==> src/rtl/bkpt_pkg.sv <==
package bkpt_pkg;

   // Match condition word, one per channel (bit 8 down to bit 0).
   typedef struct packed {
      logic       dcmp_en;   // data comparison on data cycles
      logic [1:0] size_q;    // 0 any, 1 byte, 2 word, 3 longword
      logic [1:0] dir_q;     // [0] read allowed, [1] write allowed
      logic [1:0] kind_q;    // [0] fetch allowed, [1] data allowed
      logic [1:0] bus_q;     // [0] bus 0 allowed, [1] bus 1 allowed
   } cond_t;

   localparam int COND_W = $bits(cond_t);

   localparam int NCH        = 2;
   localparam int SEL_STRIDE = 5;
   localparam int SEL_ADDR   = 0;
   localparam int SEL_AMASK  = 1;
   localparam int SEL_DATA   = 2;
   localparam int SEL_DMASK  = 3;
   localparam int SEL_COND   = 4;
   localparam int SEL_MODE   = 10;
   localparam int SEL_COUNT  = 11;
   localparam int SEL_FLAGS  = 12;

endpackage

==> src/rtl/bkpt_chan_match.sv <==
module bkpt_chan_match
   import bkpt_pkg::*;
#(
   parameter int AW       = 32,
   parameter int DW       = 32,
   parameter bit DATA_CMP = 1'b1
) (
   input  logic          clk,
   input  logic          rst_n,
   input  cond_t         cond,
   input  logic [AW-1:0] ref_addr,
   input  logic [AW-1:0] addr_mask,
   input  logic [DW-1:0] ref_data,
   input  logic [DW-1:0] data_mask,
   input  logic          mon_valid,
   input  logic [AW-1:0] mon_addr,
   input  logic [DW-1:0] mon_data,
   input  logic          mon_bus,
   input  logic          mon_fetch,
   input  logic          mon_write,
   input  logic [1:0]    mon_size,
   output logic          hit
);

   logic       bus_ok, kind_ok, dir_ok, size_ok, addr_ok, data_ok;
   logic [2:0] size_code;

   always_comb begin
      bus_ok    = mon_bus   ? cond.bus_q[1]  : cond.bus_q[0];
      kind_ok   = mon_fetch ? cond.kind_q[0] : cond.kind_q[1];
      dir_ok    = mon_write ? cond.dir_q[1]  : cond.dir_q[0];
      size_code = {1'b0, mon_size} + 3'd1;
      size_ok   = (cond.size_q == 2'd0) || ({1'b0, cond.size_q} == size_code);
      addr_ok   = (((mon_addr ^ ref_addr) & ~addr_mask) == '0);
   end

   generate
      if (DATA_CMP) begin : g_dcmp
         always_comb
            data_ok = !cond.dcmp_en || mon_fetch ||
                      (((mon_data ^ ref_data) & ~data_mask) == '0);
      end else begin : g_no_dcmp
         logic unused_dcmp;
         assign unused_dcmp = ^{mon_data, ref_data, data_mask, cond.dcmp_en};
         assign data_ok = 1'b1;
      end
   endgenerate

   assign hit = mon_valid && bus_ok && kind_ok && dir_ok && size_ok && addr_ok && data_ok;

   // an unconfigured bus qualifier admits nothing
   a_r1_no_bus_no_hit: assert property (@(posedge clk) disable iff (!rst_n)
      (cond.bus_q == 2'b00) |-> !hit);
   // a write cycle only hits when writes are allowed
   a_r3_write_allowed: assert property (@(posedge clk) disable iff (!rst_n)
      (hit && mon_write) |-> cond.dir_q[1]);
   // a hit never differs from the reference on an unmasked bit
   a_r2_addr_window: assert property (@(posedge clk) disable iff (!rst_n)
      hit |-> (((mon_addr ^ ref_addr) & ~addr_mask) == '0));

endmodule

==> src/rtl/bkpt_exec_count.sv <==
module bkpt_exec_count #(
   parameter int CW = 16
) (
   input  logic          clk,
   input  logic          rst_n,
   input  logic          load,
   input  logic [CW-1:0] load_val,
   input  logic          enable,
   input  logic          match_in,
   output logic          fire
);

   localparam logic [CW-1:0] ONE = CW'(1);

   logic [CW-1:0] cnt_q;

   always_ff @(posedge clk or negedge rst_n) begin
      if (!rst_n)
         cnt_q <= '0;
      else if (load)
         cnt_q <= load_val;
      else if (enable && match_in && (cnt_q != '0))
         cnt_q <= cnt_q - ONE;
   end

   assign fire = match_in && (!enable || (cnt_q == ONE));

   // an exhausted count stays exhausted until reloaded
   a_r9_hold_at_zero: assert property (@(posedge clk) disable iff (!rst_n)
      (!load && (cnt_q == '0)) |=> (cnt_q == '0));
   // each counted match below the target steps the count by one
   a_r9_single_step: assert property (@(posedge clk) disable iff (!rst_n)
      (!load && enable && match_in && (cnt_q > ONE)) |=> (cnt_q == $past(cnt_q) - ONE));

endmodule

==> src/rtl/bkpt_break_ctrl.sv <==
module bkpt_break_ctrl (
   input  logic       clk,
   input  logic       rst_n,
   input  logic       seq_mode,
   input  logic       a_event,
   input  logic       b_match,
   input  logic       flag_wr,
   input  logic [1:0] flag_wdata,
   output logic       brk_req,
   output logic       brk_src,
   output logic       flag_a,
   output logic       flag_b
);

   logic armed_q;
   logic a_req, b_event;

   always_comb begin
      a_req   = !seq_mode && a_event;
      b_event = seq_mode ? (armed_q && b_match) : b_match;
   end

   always_ff @(posedge clk or negedge rst_n) begin
      if (!rst_n) begin
         armed_q <= 1'b0;
         brk_req <= 1'b0;
         brk_src <= 1'b0;
         flag_a  <= 1'b0;
         flag_b  <= 1'b0;
      end else begin
         armed_q <= seq_mode && (a_event || (armed_q && !b_match));
         brk_req <= a_req || b_event;
         if (a_req || b_event)
            brk_src <= !a_req;
         flag_a <= a_event || (flag_a && !(flag_wr && !flag_wdata[0]));
         flag_b <= b_event || (flag_b && !(flag_wr && !flag_wdata[1]));
      end
   end

   // arming only follows a channel A event
   a_r7_arm_from_a: assert property (@(posedge clk) disable iff (!rst_n)
      $rose(armed_q) |-> $past(a_event));
   // a channel B request in sequential mode needs a prior arm
   a_r7_b_needs_arm: assert property (@(posedge clk) disable iff (!rst_n)
      (brk_req && brk_src && $past(seq_mode)) |-> $past(armed_q));
   // simultaneous hits in independent mode report channel A
   a_r6_a_first: assert property (@(posedge clk) disable iff (!rst_n)
      (!seq_mode && a_event && b_match) |=> (brk_req && !brk_src));
   // a flag holds while no flag write occurs
   a_r11_sticky: assert property (@(posedge clk) disable iff (!rst_n)
      (flag_a && !flag_wr) |=> flag_a);

endmodule

==> src/rtl/bus_break_unit.sv <==
module bus_break_unit
   import bkpt_pkg::*;
#(
   parameter int AW        = 32,
   parameter int DW        = 32,
   parameter int CW        = 16,
   parameter bit HAS_COUNT = 1'b1,
   parameter bit HAS_DCMP  = 1'b1
) (
   input  logic          clk,
   input  logic          rst_n,
   input  logic          cfg_we,
   input  logic [3:0]    cfg_sel,
   input  logic [31:0]   cfg_wdata,
   input  logic          mon_valid,
   input  logic [AW-1:0] mon_addr,
   input  logic [DW-1:0] mon_data,
   input  logic          mon_bus,
   input  logic          mon_fetch,
   input  logic          mon_write,
   input  logic [1:0]    mon_size,
   output logic          brk_req,
   output logic          brk_src,
   output logic          brk_flag_a,
   output logic          brk_flag_b
);

   generate
      if (AW < 1 || AW > 32) begin : g_bad_aw
         $error("bus_break_unit: AW must be 1..32");
      end
      if (DW < 1 || DW > 32) begin : g_bad_dw
         $error("bus_break_unit: DW must be 1..32");
      end
      if (CW < 2 || CW > 32) begin : g_bad_cw
         $error("bus_break_unit: CW must be 2..32");
      end
   endgenerate

   logic [AW-1:0] ref_addr_q  [NCH];
   logic [AW-1:0] addr_mask_q [NCH];
   logic [DW-1:0] ref_data_q  [NCH];
   logic [DW-1:0] data_mask_q [NCH];
   cond_t         cond_q      [NCH];
   logic          seq_mode_q, cnt_en_q;
   logic [NCH-1:0] ch_hit;
   logic          a_event;
   logic          cnt_load, flag_wr;
   logic          unused_wdata;

   assign unused_wdata = ^cfg_wdata;
   assign cnt_load     = cfg_we && (cfg_sel == 4'(SEL_COUNT));
   assign flag_wr      = cfg_we && (cfg_sel == 4'(SEL_FLAGS));

   always_ff @(posedge clk or negedge rst_n) begin
      if (!rst_n) begin
         seq_mode_q <= 1'b0;
         cnt_en_q   <= 1'b0;
         for (int ch = 0; ch < NCH; ch++) begin
            ref_addr_q[ch]  <= '0;
            addr_mask_q[ch] <= '0;
            ref_data_q[ch]  <= '0;
            data_mask_q[ch] <= '0;
            cond_q[ch]      <= '0;
         end
      end else if (cfg_we) begin
         if (cfg_sel == 4'(SEL_MODE)) begin
            seq_mode_q <= cfg_wdata[0];
            cnt_en_q   <= cfg_wdata[1];
         end
         for (int ch = 0; ch < NCH; ch++) begin
            if (cfg_sel == 4'(ch * SEL_STRIDE + SEL_ADDR))
               ref_addr_q[ch] <= cfg_wdata[AW-1:0];
            if (cfg_sel == 4'(ch * SEL_STRIDE + SEL_AMASK))
               addr_mask_q[ch] <= cfg_wdata[AW-1:0];
            if (cfg_sel == 4'(ch * SEL_STRIDE + SEL_DATA))
               ref_data_q[ch] <= cfg_wdata[DW-1:0];
            if (cfg_sel == 4'(ch * SEL_STRIDE + SEL_DMASK))
               data_mask_q[ch] <= cfg_wdata[DW-1:0];
            if (cfg_sel == 4'(ch * SEL_STRIDE + SEL_COND))
               cond_q[ch] <= cond_t'(cfg_wdata[COND_W-1:0]);
         end
      end
   end

   generate
      for (genvar ch = 0; ch < NCH; ch++) begin : g_ch
         bkpt_chan_match #(
            .AW       (AW),
            .DW       (DW),
            .DATA_CMP (HAS_DCMP)
         ) u_match (
            .clk       (clk),
            .rst_n     (rst_n),
            .cond      (cond_q[ch]),
            .ref_addr  (ref_addr_q[ch]),
            .addr_mask (addr_mask_q[ch]),
            .ref_data  (ref_data_q[ch]),
            .data_mask (data_mask_q[ch]),
            .mon_valid (mon_valid),
            .mon_addr  (mon_addr),
            .mon_data  (mon_data),
            .mon_bus   (mon_bus),
            .mon_fetch (mon_fetch),
            .mon_write (mon_write),
            .mon_size  (mon_size),
            .hit       (ch_hit[ch])
         );
      end

      if (HAS_COUNT) begin : g_count
         bkpt_exec_count #(.CW(CW)) u_count (
            .clk      (clk),
            .rst_n    (rst_n),
            .load     (cnt_load),
            .load_val (cfg_wdata[CW-1:0]),
            .enable   (cnt_en_q),
            .match_in (ch_hit[0]),
            .fire     (a_event)
         );
      end else begin : g_no_count
         logic unused_count;
         assign unused_count = cnt_load ^ cnt_en_q;
         assign a_event = ch_hit[0];
      end
   endgenerate

   bkpt_break_ctrl u_ctrl (
      .clk        (clk),
      .rst_n      (rst_n),
      .seq_mode   (seq_mode_q),
      .a_event    (a_event),
      .b_match    (ch_hit[1]),
      .flag_wr    (flag_wr),
      .flag_wdata (cfg_wdata[1:0]),
      .brk_req    (brk_req),
      .brk_src    (brk_src),
      .flag_a     (brk_flag_a),
      .flag_b     (brk_flag_b)
   );

   // every request traces back to a bus cycle one clock earlier
   a_r10_req_needs_cycle: assert property (@(posedge clk) disable iff (!rst_n)
      brk_req |-> $past(mon_valid));

endmodule

==> config.mk <==
export PLATFORM = sky130hd
export DESIGN_NAME = bus_break_unit
export DESIGN_NICKNAME = d
export VERILOG_FILES = /design/src/rtl/bkpt_pkg.sv /design/src/rtl/bkpt_chan_match.sv /design/src/rtl/bkpt_exec_count.sv /design/src/rtl/bkpt_break_ctrl.sv /design/src/rtl/bus_break_unit.sv
export SDC_FILE = /design/constraint.sdc
export NUM_CORES = 1
export LEC_CHECK = 0
export ABC_AREA = 1
export CAP_MARGIN = 25
export CORE_AREA = 2 2 177 179
export DETAILED_ROUTE_END_ITERATION = 6
export DIE_AREA = 0 0 179 181
export PLACE_DENSITY_LB_ADDON = 0.3
export SYNTH_ARGS = -nofsm -noshare
export SYNTH_HDL_FRONTEND = slang
export SYNTH_SLANG_ARGS = --single-unit
==> constraint.sdc <==
create_clock -name clk -period 1.95 [get_ports clk]
set_input_delay 0.2925 -clock clk [delete_from_list [all_inputs] [get_ports clk]]
set_output_delay 0.2925 -clock clk [all_outputs]
set_load 0.02 [all_outputs]
Word-level counts from Yosys, hierarchy flattened
Index checks and enable logic that the tools add are counted.
{ "totals": {"ff_bits": 297, "inputBits": 109, "out_inout_bits": 4, "wordCells": 130} }
{ "op_classes": {"addsub": 2, "eq_ne": 15, "mux": 9, "bitwise_logic": 12, "reduce_logical": 66} }
{ "op_table": {"columns": ["op", "count"], "rows": [
  ["$and A32 B32 Y32", 4],
  ["$logic_not A32 Y1", 4],
  ["$not A32 Y32", 4],
  ["$xor A32 B32 Y32", 4],
  ["$mux W16", 2],
  ["$logic_and A1 B1 Y1", 25],
  ["$reduce_and A2 Y1", 11],
  ["$eq A4 B4 Y1 const B", 5],
  ["$eq A16 B1 Y1 const B", 1],
  ["$eq A4 B3 Y1 const B", 4],
  ["$reduce_bool A16 Y1", 1],
  ["$sub A16 B1 Y16 const B", 1],
  ["$logic_or A1 B1 Y1", 11],
  ["$logic_not A1 Y1", 10],
  ["$eq A4 B2 Y1 const B", 2],
  ["$mux W1", 7],
  ["$eq A2 B3 Y1", 2],
  ["$eq A4 B1 Y1 const B", 1],
  ["$logic_not A2 Y1", 2],
  ["$logic_not A4 Y1", 1],
  ["$add A2 B1 Y3 const B", 1],
  ["$reduce_bool A2 Y1", 1]
]} }

Depth between registers and ports, before layout
{ "depth": {"depth_word": 11, "depth_mapped": 15, "ltp_nobuf": 14} }

Modules after synthesis
From an unflattened synthesis, not the netlist that was laid out.
{ "hier_totals": {"cells_unflattened": 2198, "hier_area_um2": 15780.1} }
{ "modules_own_cells": {"columns": ["mod", "n_inst", "cells_per_inst", "area_each_um2", "seq_area_each_um2"], "rows": [
  ["bus_break_unit", 1, 1271, 11244.5, 6906.6],
  ["bkpt_chan_match", 2, 360, 1542.7, 0.0],
  ["bkpt_exec_count", 1, 187, 1253.7, 400.4],
  ["bkpt_break_ctrl", 1, 20, 196.4, 125.1]
]} }

Worst setup path before layout
Ideal clock, no wire load.
{ "synth_timing": {"kind": "input-to-reg", "startpoint": "input mon_size[0]", "endpoint": "register g_count.u_count.cnt_q[10]", "setup_time_ns": 0.117, "t_arrival_ns": 1.646, "required_time_ns": 1.833, "slack_ns": 0.187, "path_stages": 14, "path_buffers": 1, "cell_sequence": "ha_1 > nand2_1 > nand2_1 > nand2_1 > nand2_1 > nor2_1 > nand2_1 > nor2_1 > nand2_1 > nor2_4 > nand3_4 > buf_2 > nand3_1 > nand2_1"} }
{ "synth_between": {"elab_chain_cells": 9} }
{ "synth_lines": {"columns": ["item", "line", "rtl"], "rows": [
  ["from (decl)", "bus_break_unit.sv:21", "input logic [1:0] mon_size,"],
  ["$add A2 B1 Y3", "bkpt_chan_match.sv:32", "size_code = {1'b0, mon_size} + 3'd1;"],
  ["$eq A2 B3 Y1", "bkpt_chan_match.sv:33", "size_ok = (cond.size_q == 2'd0) || ({1'b0, cond.size_q} == size_code);"],
  ["$logic_or A1 B1 Y1", "bkpt_chan_match.sv:33", null],
  ["$logic_and A1 B1 Y1 (3 in a row)", "bkpt_chan_match.sv:49", "assign hit = mon_valid && bus_ok && kind_ok && dir_ok && size_ok && addr_ok && data_ok;"],
  ["$logic_and A1 B1 Y1 (2 in a row)", "bkpt_exec_count.sv:22", "else if (enable && match_in && (cnt_q != '0))"],
  ["$reduce_bool A2 Y1 (no line)", null, null],
  ["to (signal assigned)", "bkpt_exec_count.sv:21", "cnt_q <= load_val;"],
  ["to (signal assigned)", "bkpt_exec_count.sv:23", "cnt_q <= cnt_q - ONE;"],
  ["to (decl)", "bkpt_exec_count.sv:15", "logic [CW-1:0] cnt_q;"]
]} }
Every way passes these cells.
A chain may end at the register's enable or synchronous reset.

Worst setup path after layout
{ "layout_timing": {"startpoint": "register ref_data_q[35] (netlist name)", "endpoint": "register g_count.u_count.cnt_q[1]"} }
{ "layout_between": {"elab_chain_cells": 8} }
{ "layout_lines": {"columns": ["item", "line", "rtl"], "rows": [
  ["from (decl)", "bus_break_unit.sv:42", "logic [DW-1:0] ref_data_q [NCH];"],
  ["from (signal, indexed assignment)", "bus_break_unit.sv:77", "ref_data_q[ch] <= cfg_wdata[DW-1:0];"],
  ["$xor A32 B32 Y32", "bkpt_chan_match.sv:41", "(((mon_data ^ ref_data) & ~data_mask) == '0);"],
  ["$and A32 B32 Y32", "bkpt_chan_match.sv:41", null],
  ["$logic_not A32 Y1", "bkpt_chan_match.sv:41", null],
  ["$logic_or A1 B1 Y1", "bkpt_chan_match.sv:40", "data_ok = !cond.dcmp_en || mon_fetch ||"],
  ["$logic_and A1 B1 Y1", "bkpt_chan_match.sv:49", null],
  ["$logic_and A1 B1 Y1 (2 in a row)", "bkpt_exec_count.sv:22", null],
  ["$reduce_bool A2 Y1 (no line)", null, null]
]} }
Every way passes these cells.

==> out/results.ini <==
[layout]
design_area_um2 = 18200
drive_above_1_share = 0.105
layout_common_cells = nand2_1, o21ai_0, dfrtp_1, inv_1, clkdlybuf4s50_1
syn_to_final_growth_pct = 26.3
fin_util = 0.601
layout_commonest_cell = nand2_1
layout.nets = 2226

[synth]
ys_ff_latch = 297
syn_inst = 1901
postSynthAreaPerCell_um2 = 7.59
synth_top_area_frac = 0.515
synth_area_um2 = 14400
ys_seq_area_frac = 0.515
yosys-top-cells-area = dfrtp_1, nand2_1, o21ai_0
syn_nets = 2014
yosysUniqueCellTypes = 32
yosysWarnings = 0
yosysTopAreaCell = dfrtp_1

[run_status]
violations = negative setup slack
status = finished, violations left

[critical_path]
start_kind = flop
cp_max_fo = 8
slowest_delay_ns = 0.37
crit_required_ns = 2.33
crit_path_frequent_cell = nand2_2
cpMaxStageDelayCell = dfrtp_1
cp-end-kind = flop
r2r_start = ref_data_q[35]
critical_path_arrival_ns = 2.39
criticalPathCategory = flop to flop
worstSetupStartpoint = ref_data_q[35]
crit_path_cell_trace = or2_2 -> nand2_2 -> nand2_2 -> nor2_4 -> nand2_1 -> nor2_2 -> nand2_2 -> nand2_2 -> nand3_4 -> clkbuf_16 -> nand3_2 -> nand2_1
ff2ff_setup_slack_ns = -0.06

[grt]
track_usage = 0.263
grt_overflow = 0
antenna_found_initial = 0
grt_max_degree = 82
grt_pass1_vias = 12600
grt_first_pass_wirelength_mm = 66.2

[clocking]
cts_buffers = 34
clkSinkCount = 297
h-tree-depth = 2
clockBufferDepth = 3
root_buffer = clkbuf_16
clk_transition_reported_paths_ns = 0.06
clk_latency_ns = 0.52
cts_tree = done

[floorplanning]
coreArea_um2 = 30300
rows = 64
pin_count = 113
die_w_um = 179
die_area_um2 = 32400
die_h_um = 181
start_util = 0.475

[pwr]
power_leakage_uw = 0.00910
powerDensity_nw_per_um2 = 1060
ir_drop_mv = 0.542

[placed_design]
numPortBuffers = 112
gp_congestion = 0.889
post-place-ws_ns = -0.432
hpwl_mm = 29.8
place_area_um2 = 16900

[drt]
drtPass1Iterations = 6
drcViolationCount = 0
drt_iter0_markers = 1185
antenna_left = 0
num_vias = 13200
routedWlPerCell_um = 16.6
routed_via_density = 5.22
routed_wl_mm = 42.0

[timing]
setup_viol = 11
setup_slack_ns = -0.0584
tns_ns = -0.234
period_minus_slack_ns = 2.01
finalCritPeriodShare = 1.03
max_freq_mhz = 498
hold_viol_final = 0
worst_hold_slack_ns = 0.197
relSlewSlack = 0.498
slew_violations = 0
clock_skew_ns = 0.0224
rsz0062_at_grt = true
worst_slew_pin_slew_ns = 0.751

[job]
maxCapViolCount = 0

[worst_hold_path]
holdCritPathClass = input port to async pin

## registers in the layout, indices dropped and copies added (netlist names)
register               cells
u_ctrl.flag_a              1
addr_mask_q               64
ref_addr_q                64
u_ctrl.flag_b              1
g_count.u_count.cnt_q     16
u_ctrl.brk_src             1
seq_mode_q                 1
ref_data_q                64
data_mask_q               64
u_ctrl.armed_q             1
cnt_en_q                   1
u_ctrl.brk_req             1
cond_q                    18
## layout make-up
type,instances,area [um^2]
clock buffer,52,1030
tap,396,495
antenna,1,2.50
fill,2680,12100
sequential,297,7430
inverter,241,905
timing repair buffer,234,2270
clock inverter,7,63.8
multi-input combinational,1305,6020
## power by group
| part | leakage (uW) | switching, uW | internal [uW] | total (uW) |
|---|---|---|---|---|
| Sequential | 0.00372 | 861 | 7520 | 8380 |
| Clock | 0.000544 | 2500 | 3760 | 6270 |
| Combinational | 0.00483 | 2630 | 1950 | 4580 |
| Total | 0.00910 | 5990 | 13200 | 19200 |
## critical path: cells and delay by family (launching register included)
kind	cells	cell delay (ns)
buffers and inverters	1	0.23
DFF	1	0.37
and+or+nand+nor	11	1.28
## routing by layer
layer	part of all wire	vias to the layer above	global-route usage
met5	0	-	0
met4	0.034	0	0.0959
met3	0.067	92	0.0410
met2	0.46	433	0.413
met1	0.43	6282	0.368
li1	-	6409	-
## what timing repair did
item                                    CTS  global route
hold buffers                              1             0
hold endpoints to repair                262             0
endpoints found under the setup margin   16            19
pin swaps                                 0            27
gates cloned                              0             1
gates resized for setup                   1            36
buffers inserted                          0             6
## cell usage after synthesis, drive strengths merged
cell type    n
o21ai      304
a21boi       1
nand2      674
nand3       52
nor2       109
or2         20
a21oi       46
xnor2        1
ha           4
nor3b        1
nand3b      66
dfrtp      297
o21a         1
inv        241
nand4       16
nor3         5
a31oi        2
buf         10
o22ai        1
xor2         1
nor4         1
clkbuf      48
## per-stage QoR
stage | total power, uW | std cells
finish | 19200 | 2533
global route | 20400 | 2532
CTS | 19200 | 2525
global placement | 12700 | 2465
detailed placement | 12800 | 2465
floorplan | 11000 | 1901
## final timing paths
check	cells after the start	endpoint
min in group clk	3	ref_data_q[19]
max in group asynchronous	3	cond_q[0]
worst max-delay path	12	g_count.u_count.cnt_q[1]
worst min-delay path	2	ref_data_q[53]
worst max register to register	12	g_count.u_count.cnt_q[1]
worst min register to register	2	data_mask_q[29]
## cell families after synthesis
kind of cell | count (synthesis) | synth area share
AOI/OAI and AO/OA | 355 | 0.124
DFF | 297 | 0.515
buffers and inverters | 299 | 0.0790
xor gates and xnor gates | 2 | 0.00121
adders and majority gates | 4 | 0.00347
and+or+nand+nor | 944 | 0.277
Note: power is estimated with default switching activity, not from simulation.
